### src/rtl/pmwake_pkg.sv
package pmwake_pkg;
    localparam int REG_W   = 16;
    localparam int N_FIXED = 7;

    localparam int SRC_RING = 0;
    localparam int SRC_KBD  = 1;
    localparam int SRC_MSE  = 2;
    localparam int SRC_WDT  = 3;
    localparam int SRC_TACH = 4;
    localparam int SRC_PLA  = 5;
    localparam int SRC_PLB  = 6;

    localparam int CTL_GEN = 0;
    localparam int CTL_POL = 1;
    localparam int CTL_PP  = 7;
    localparam int CTL_SUM = 15;

    typedef enum logic [2:0] {
        A_CTRL  = 3'd0,
        A_STS   = 3'd1,
        A_EN    = 3'd2,
        A_GINV  = 3'd3,
        A_GBOTH = 3'd4,
        A_PBOTH = 3'd5
    } reg_addr_e;

    typedef struct packed {
        logic gen_en;
        logic pol_hi;
        logic push_pull;
    } ctrl_t;
endpackage

### src/rtl/pmwake_edge.sv
module pmwake_edge (
    input  logic clk,
    input  logic rst_n,
    input  logic din,
    input  logic rise_en,
    input  logic fall_en,
    output logic hit
);
    typedef struct packed {
        logic s1;
        logic s2;
        logic s3;
    } sync_t;

    sync_t sync_q, sync_d;

    always_comb begin
        sync_d    = sync_q;
        sync_d.s1 = din;
        sync_d.s2 = sync_q.s1;
        sync_d.s3 = sync_q.s2;
    end

    always_ff @(posedge clk or negedge rst_n) begin
        if (!rst_n) sync_q <= '0;
        else        sync_q <= sync_d;
    end

    assign hit = (rise_en &  sync_q.s2 & ~sync_q.s3)
               | (fall_en & ~sync_q.s2 &  sync_q.s3);
endmodule

### src/rtl/pmwake_pad.sv
module pmwake_pad (
    input  logic clk,
    input  logic rst_n,
    input  logic evt,
    input  logic pol_hi,
    input  logic push_pull,
    output logic pad_o,
    output logic pad_oe
);
    logic lvl;

    always_comb begin
        lvl = evt ? pol_hi : ~pol_hi;
        if (push_pull) begin
            pad_oe = 1'b1;
            pad_o  = lvl;
        end else begin
            pad_oe = ~lvl;
            pad_o  = 1'b0;
        end
    end

    // open-drain never drives high
    assert_od_no_high_R9: assert property (@(posedge clk) disable iff (!rst_n)
        !push_pull |-> !(pad_oe && pad_o));

    // push-pull always drives
    assert_pp_drives_R9: assert property (@(posedge clk) disable iff (!rst_n)
        push_pull |-> pad_oe);
endmodule

### src/rtl/pmwake_ctrl.sv
module pmwake_ctrl
    import pmwake_pkg::*;
#(
    parameter int NGPIO = 4
) (
    input  logic             clk,
    input  logic             rst_n,
    input  logic             ring_n_i,
    input  logic             kbd_dat_i,
    input  logic             mse_dat_i,
    input  logic             wdt_pulse_i,
    input  logic             tach_pulse_i,
    input  logic [1:0]       port_ln_i,
    input  logic [NGPIO-1:0] gpio_i,
    input  logic             reg_wr_i,
    input  logic [2:0]       reg_addr_i,
    input  logic [REG_W-1:0] reg_wdata_i,
    output logic [REG_W-1:0] reg_rdata_o,
    output logic             pme_o,
    output logic             pme_oe_o,
    output logic             pme_evt_o,
    output logic [1:0]       port_req_o
);
    localparam int NSRC = N_FIXED + NGPIO;

    typedef struct packed {
        ctrl_t            ctrl;
        logic [NSRC-1:0]  sts;
        logic [NSRC-1:0]  en;
        logic [NGPIO-1:0] ginv;
        logic [NGPIO-1:0] gboth;
        logic [1:0]       pboth;
        logic             evt;
    } state_t;

    state_t          st_q, st_d;
    logic [NSRC-1:0] raw;
    logic [NSRC-1:0] rise_en;
    logic [NSRC-1:0] fall_en;
    logic [NSRC-1:0] hit;
    logic [NSRC-1:0] clr;
    logic            unused_wdata;

    assign unused_wdata = ^reg_wdata_i;
    assign raw = {gpio_i, port_ln_i, tach_pulse_i, wdt_pulse_i,
                  mse_dat_i, kbd_dat_i, ring_n_i};

    // per-source edge rules
    always_comb begin
        rise_en = '0;
        fall_en = '0;
        fall_en[SRC_RING] = 1'b1;
        fall_en[SRC_KBD]  = 1'b1;
        fall_en[SRC_MSE]  = 1'b1;
        rise_en[SRC_WDT]  = 1'b1;
        rise_en[SRC_TACH] = 1'b1;
        for (int k = 0; k < 2; k++) begin
            fall_en[SRC_PLA+k] = 1'b1;
            rise_en[SRC_PLA+k] = st_q.pboth[k];
        end
        for (int g = 0; g < NGPIO; g++) begin
            rise_en[N_FIXED+g] = st_q.gboth[g] | ~st_q.ginv[g];
            fall_en[N_FIXED+g] = st_q.gboth[g] |  st_q.ginv[g];
        end
    end

    for (genvar i = 0; i < NSRC; i++) begin : g_src
        pmwake_edge u_edge (
            .clk     (clk),
            .rst_n   (rst_n),
            .din     (raw[i]),
            .rise_en (rise_en[i]),
            .fall_en (fall_en[i]),
            .hit     (hit[i])
        );
    end

    // next state
    always_comb begin
        st_d = st_q;
        clr  = '0;
        if (reg_wr_i) begin
            case (reg_addr_e'(reg_addr_i))
                A_CTRL: begin
                    st_d.ctrl.gen_en    = reg_wdata_i[CTL_GEN];
                    st_d.ctrl.pol_hi    = reg_wdata_i[CTL_POL];
                    st_d.ctrl.push_pull = reg_wdata_i[CTL_PP];
                end
                A_STS:   clr        = reg_wdata_i[NSRC-1:0];
                A_EN:    st_d.en    = reg_wdata_i[NSRC-1:0];
                A_GINV:  st_d.ginv  = reg_wdata_i[NGPIO-1:0];
                A_GBOTH: st_d.gboth = reg_wdata_i[NGPIO-1:0];
                A_PBOTH: st_d.pboth = reg_wdata_i[1:0];
                default: ;
            endcase
        end
        st_d.sts = (st_q.sts & ~clr) | hit;
        st_d.evt = st_q.ctrl.gen_en & (|(st_q.sts & st_q.en));
    end

    always_ff @(posedge clk or negedge rst_n) begin
        if (!rst_n) st_q <= '0;
        else        st_q <= st_d;
    end

    // read mux
    always_comb begin
        reg_rdata_o = '0;
        case (reg_addr_e'(reg_addr_i))
            A_CTRL: begin
                reg_rdata_o[CTL_GEN] = st_q.ctrl.gen_en;
                reg_rdata_o[CTL_POL] = st_q.ctrl.pol_hi;
                reg_rdata_o[CTL_PP]  = st_q.ctrl.push_pull;
                reg_rdata_o[CTL_SUM] = |st_q.sts;
            end
            A_STS:   reg_rdata_o[NSRC-1:0]  = st_q.sts;
            A_EN:    reg_rdata_o[NSRC-1:0]  = st_q.en;
            A_GINV:  reg_rdata_o[NGPIO-1:0] = st_q.ginv;
            A_GBOTH: reg_rdata_o[NGPIO-1:0] = st_q.gboth;
            A_PBOTH: reg_rdata_o[1:0]       = st_q.pboth;
            default: ;
        endcase
    end

    pmwake_pad u_pad (
        .clk       (clk),
        .rst_n     (rst_n),
        .evt       (st_q.evt),
        .pol_hi    (st_q.ctrl.pol_hi),
        .push_pull (st_q.ctrl.push_pull),
        .pad_o     (pme_o),
        .pad_oe    (pme_oe_o)
    );

    assign pme_evt_o  = st_q.evt;
    assign port_req_o = st_q.sts[SRC_PLB:SRC_PLA];

    // a status bit only falls after a clearing write
    assert_sts_hold_R3: assert property (@(posedge clk) disable iff (!rst_n)
        &(~$past(st_q.sts) | $past(clr) | st_q.sts));

    // a status bit only rises after a detected edge
    assert_sts_cause_R2: assert property (@(posedge clk) disable iff (!rst_n)
        &(~st_q.sts | $past(st_q.sts) | $past(hit)));

    // no event without the global enable
    assert_evt_gated_R1: assert property (@(posedge clk) disable iff (!rst_n)
        !$past(st_q.ctrl.gen_en) |-> !pme_evt_o);

    // no event without an enabled pending bit
    assert_evt_source_R1: assert property (@(posedge clk) disable iff (!rst_n)
        pme_evt_o |-> $past(|(st_q.sts & st_q.en)));

    // a cleared port-line request drops unless a new edge came
    assert_portreq_drop_R7: assert property (@(posedge clk) disable iff (!rst_n)
        ($past(clr[SRC_PLA]) && !$past(hit[SRC_PLA])) |-> !port_req_o[0]);
endmodule

### config.mk
export PLATFORM = sky130hd
export DESIGN_NAME = pmwake_ctrl
export DESIGN_NICKNAME = d
export VERILOG_FILES = /design/src/rtl/pmwake_pkg.sv /design/src/rtl/pmwake_edge.sv /design/src/rtl/pmwake_pad.sv /design/src/rtl/pmwake_ctrl.sv
export SDC_FILE = /design/constraint.sdc
export NUM_CORES = 1
export LEC_CHECK = 0
export BUFFER_PORTS_ARGS = -buffer_cell sky130_fd_sc_hd__buf_4
export CORE_MARGIN = 10
export CORE_UTILIZATION = 54
export CTS_BUF_LIST = sky130_fd_sc_hd__clkbuf_16
export CTS_CLUSTER_DIAMETER = 50
export DETAILED_ROUTE_END_ITERATION = 8
export PLACE_DENSITY_LB_ADDON = 0.15
export SLEW_MARGIN = 15
export SYNTH_ARGS = -nofsm -noshare
export SYNTH_HDL_FRONTEND = slang
export SYNTH_SLANG_ARGS = --single-unit
### constraint.sdc
create_clock -name clk -period 1.9 [get_ports clk]
set_clock_uncertainty 0.2 [all_clocks]
set_input_delay 0.095 -clock clk [delete_from_list [all_inputs] [get_ports clk]]
set_output_delay 0.095 -clock clk [all_outputs]
set_load 0.01 [all_outputs]
== Yosys cells after proc, flatten, opt, wreduce, memory -nomap -nowiden ==
Index checks and enable logic that the tools add are counted.

* Register bits: 69
* Input bits: 33
* Word-level logic and storage cells: 135

* Equal/unequal tests: 5
* Mux-type cells: 11
* Bitwise gates (word level): 69
* Reduce and logical (&&, ||, !) cells: 8

{| class="wikitable"
|+ Operators by type and width
! kind !! count
|-
| $and A1 B1 Y1 || 28
|-
| $not A1 Y1 || 23
|-
| $and A11 B11 Y11 || 2
|-
| $mux W11 || 2
|-
| $reduce_or A11 Y1 || 2
|-
| $or A1 B1 Y1 || 14
|-
| $pmux W2 S6 || 1
|-
| $pmux W3 S2 || 2
|-
| $not A11 Y11 || 1
|-
| $or A11 B11 Y11 || 1
|-
| $reduce_and A2 Y1 || 5
|-
| $pmux W2 S4 || 1
|-
| $eq A3 B2 Y1 const B || 2
|-
| $eq A3 B3 Y1 const B || 2
|-
| $mux W1 || 4
|-
| $eq A3 B1 Y1 const B || 1
|-
| $logic_not A3 Y1 || 1
|-
| $pmux W1 S3 || 1
|}

== Depth between registers and ports, before layout ==
* Depth after elaboration: 6
* Depth in mapped cells: 6
* Mapped depth without buffers: 4

== Modules after synthesis ==
Synthesis repeated with hierarchy kept, for this count alone.

* Cell total of the unflattened synthesis: 242
* Area, all modules: 3000.4 µm²

{| class="wikitable"
|+ By module, submodules not included
! module !! instances !! cells an instance !! area an instance (µm²) !! seq. area each (µm²)
|-
| pmwake_ctrl || 1 || 173 || 1933.1 || 900.9
|-
| pmwake_edge || 11 || 6 || 95.1 || 75.1
|-
| pmwake_pad || 1 || 3 || 21.3 || 0.0
|}

== Least setup slack after synthesis ==
OpenSTA, ideal clock, no wires.

* Path kind: input to register
* Start point: input reg_addr_i[1]
* End point: register st_q[33] (netlist bit)
* Library setup time: 0.125 ns
* Data arrival time: 1.133 ns
* Data required time: 1.575 ns
* Setup slack: 0.442 ns
* Stages on the path: 3
* Path buffers: 1
* Cells stage by stage: buf_2 > nor4b_1 > mux2_2

* Longest elaborated chain between the ends: 2

{| class="wikitable"
|+ Ends and longest elaborated chain
! item !! line !! text
|-
| start, declared || pmwake_ctrl.sv:16 || <nowiki>input logic [2:0] reg_addr_i,</nowiki>
|-
| $logic_not A3 Y1 || pmwake_ctrl.sv:83 || <nowiki>case (reg_addr_e'(reg_addr_i))</nowiki>
|-
| $reduce_and A2 Y1 (no source line) || n/a ||
|-
| end signal, assigned || pmwake_ctrl.sv:103 || <nowiki>else st_q <= st_d;</nowiki>
|-
| end, declared || pmwake_ctrl.sv:36 || <nowiki>state_t st_q, st_d;</nowiki>
|}

Every way passes these cells.
A chain may end at the register's enable or synchronous reset.

== Final worst setup path ==
* Start point: register st_q[8] (netlist bit)
* End point: output reg_rdata_o[1]

* Longest elaborated chain between the ends: 1

{| class="wikitable"
|+ Ends and longest elaborated chain
! item !! line !! text
|-
| $pmux W2 S6 || pmwake_ctrl.sv:109 || <nowiki>case (reg_addr_e'(reg_addr_i))</nowiki>
|-
| end, declared || pmwake_ctrl.sv:18 || <nowiki>output logic [REG_W-1:0] reg_rdata_o,</nowiki>
|}

Every way passes these cells.

==> flow_metrics.py <==
metrics = {
    "die": {
        "fp.dieH_um": 91.6,
        "rows": 26,
        "die_area_mm2": 0.00840,
        "io_pins": 54,
        "coreArea_mm2": 0.00504,
        "initial_core_util_pct": 54.9,
        "dieWidth_um": 91.6,
    },
    "worst_setup_path": {
        "rr_startpoint": "st_q[29]",
        "crit_arrival_ps": 1580,
        "cpPeakStageDelay_ps": 460,
        "r2r-end": "pme_evt_o",
        "cp_max_fo": 2,
        "start_kind": "flip-flop",
        "r2r_slack_ps": 340,
        "cp.required_ps": 1600,
        "worstPathCellList": "mux4_2 -> mux2_2 -> buf_4",
        "crit_slowest_cell": "mux4_2",
        "endpoint_kind": "primary output",
        "critical_path_class": "flip-flop to primary output",
        "r2r_cells": 4,
    },
    "clocking": {
        "htreeDepth": 3,
        "cts_tree": "yes",
        "ctsRootBufferMaster": "clkbuf_16",
        "cts_sinks": 69,
        "cts_buffers": 9,
        "clkLatencyLatePin_ps": 330,
        "clockBufferDepth": 2,
        "clkTransAtPathRegs_ps": 60,
    },
    "final_layout": {
        "antennaDiodeCount": 0,
        "drive_gt1_share_pct": 34.2,
        "nNetsFinal": 326,
        "areaGrowthSynthToFinish_pct": 37.9,
    },
    "placement": {
        "dp_slack_ps": 301,
        "gp_congestion": 0.840,
        "numPortBuffers": 44,
        "dp_hpwl_um": 4290,
    },
    "sta": {
        "worst_slack_ps": 22.4,
        "setup_viol": 0,
        "finalCritPeriodShare_pct": 98.8,
        "finalMaxSlewViolations": 0,
        "hold_viol": 0,
        "timing.fmax_ghz": 0.533,
        "grt_setup_unrepaired": "true",
        "setup_tns_ps": 0,
        "fin_crit_ps": 1880,
    },
    "hold_path": {
        "min_path_type": "input pin to async pin",
    },
    "route": {
        "dr.first_iter.drc_count": 196,
        "drt_wl_total_um": 6290,
        "postRouteAntennaNets": 0,
        "route.vias.total": 1987,
        "wl_per_cell_um": 17.1,
        "first_pass_iters": 4,
        "viasPerCell": 5.40,
        "drc": 0,
    },
    "yosys": {
        "synth-seq-area-share_pct": 62.3,
        "yosys_warnings": 0,
        "syn_area_per_cell_um2": 12.9,
        "synthesis.area_mm2": 0.00277,
        "syn_inst": 215,
        "ys_types": 36,
        "synthArstFlopShare_pct": 100,
        "ys_ff_latch": 69,
        "synth_edf_count": 0,
        "ys.flop_type": "dfrtp_1",
    },
    "global_route": {
        "grt_overflow_total": 0,
        "grt_max_degree": 37,
        "grt_usage_pct": 16.1,
        "grt_pass1_vias": 2071,
        "antenna_found_initial": 0,
        "grt_pass1_wl_um": 10600,
    },
    "flow_run": {
        "max_cap_viol_count": 0,
    },
    "status": {
        "status": "complete, no violations",
    },
    "pwr": {
        "ir_drop_mv": 1.40,
        "p_per_area_mw_per_mm2": 1120,
        "p_leak_uw": 0.00173,
    },
}
==> timing repair <==
item | 4_1_cts | 5_1_grt
setup buffers | 2 | 2
pin swaps | 0 | 1
resized for setup | 3 | 3
hold buffers | 23 | 0
endpoints found under the setup margin | 2 | 2
hold endpoints to repair | 115 | 0
==> critical path: cells and delay by family, from the launching register on <==
kind / cells / cell delay, ps
mux: 2 / 730
flops: 1 / 390
buf+inv: 1 / 140
==> cells in the mapped netlist (all sizes together), types with 2 or more instances <==
master	number	area, um2
nor2	19	71.3
nand2	16	60.1
xnor2	5	43.8
a22oi	8	60.1
a221o	2	20.0
and3	2	12.5
a22o	6	52.6
nand3	3	15.0
inv	8	30.0
o21ai	2	10.0
clkbuf	2	7.51
o2bb2ai	4	35.0
mux2	25	282
nor4	4	25.0
buf	12	78.8
mux2i	6	60.1
nor4b	2	17.5
a21oi	2	10.0
xor2	4	35.0
dfrtp	69	1730
==> report_power, final <==
group / switching [uW] / internal [uW]
sequential: 143 / 1640
combinational: 239 / 345
clock: 625 / 1290
==> per-layer routing <==
| layer | part of all wire (%) | vias up | wire length (um) | track usage (%) |
|---|---|---|---|---|
| met1 | 42 | 1001 | 2660 | 20.0 |
| met5 | 0 | - | 0 | 0 |
| met2 | 49 | 65 | 3090 | 25.5 |
| met3 | 7.3 | 10 | 457 | 6.76 |
| met4 | 1.3 | 0 | 84 | 4.18 |
| li1 | - | 911 | - | - |
==> worst max path at each step <==
stage | cells past startpoint | endpoint | start
detailed placement | 5 | st_q[11] | reg_addr_i[1]
CTS | 5 | reg_rdata_o[15] | st_q[22]
global placement | 5 | st_q[12] | reg_addr_i[1]
global route | 5 | reg_rdata_o[15] | st_q[22]
floorplan | 3 | st_q[33] | reg_addr_i[1]
finish | 3 | reg_rdata_o[1] | st_q[8]
==> cell type report <==
class / count / area [um2]
sequential: 69 / 1730
fill: 340 / 1220
multi-input combinational: 127 / 972
timing repair buffer: 78 / 656
clock buffer: 9 / 225
clock inverter: 7 / 120
tap: 70 / 87.6
inverter: 8 / 30.0
==> per-stage QoR <==
stage	instance area, um2	hold slack (ps)	total power, uW	util (%)	std cells
floorplan	2780	-401	2090	-	218
finish	3820	58.3	4280	75.8	368
detailed placement	3180	-125	2320	63.2	325
CTS	3790	45.1	4300	75.1	366
global placement	3180	-133	2310	63.2	325
global route	3820	71.2	4470	75.8	368
==> cell usage in the layout, fill, tap and decap left out, types with 2 or more instances in the layout <==
cell,instances
dfrtp_1,67
a22oi_1,8
o2bb2ai_1,4
and3_1,2
a221o_1,2
a21oi_1,2
dfrtp_2,2
nand2_1,16
bufinv_16,3
nor4_2,2
xor2_1,4
xnor2_1,5
nor2_1,19
o21ai_0,2
mux2i_1,6
inv_1,8
a22o_1,6
clkbuf_16,9
conb_1,4
inv_6,2
buf_4,54
dlygate4sd3_1,23
mux2_2,25
nand3_1,3
==> logic make-up after synthesis <==
group / after synthesis / share of synthesized area (%)
simple gates: 51 / 8.58
other cells: 1 / 0.135
buf+inv: 22 / 4.20
xor+xnor: 9 / 2.85
flops: 69 / 62.3
mux: 32 / 13.1
compound gates: 31 / 8.76
==> registers in the layout (all words and copies together) (netlist names) <==
register             flops
st_q                    31
g_src.u_edge.sync_d     22
rise_en                  2
pme_evt_o                1
g_src.u_edge.sync_q     11
port_req_o               2
Note: power is estimated with default switching activity, not from simulation.
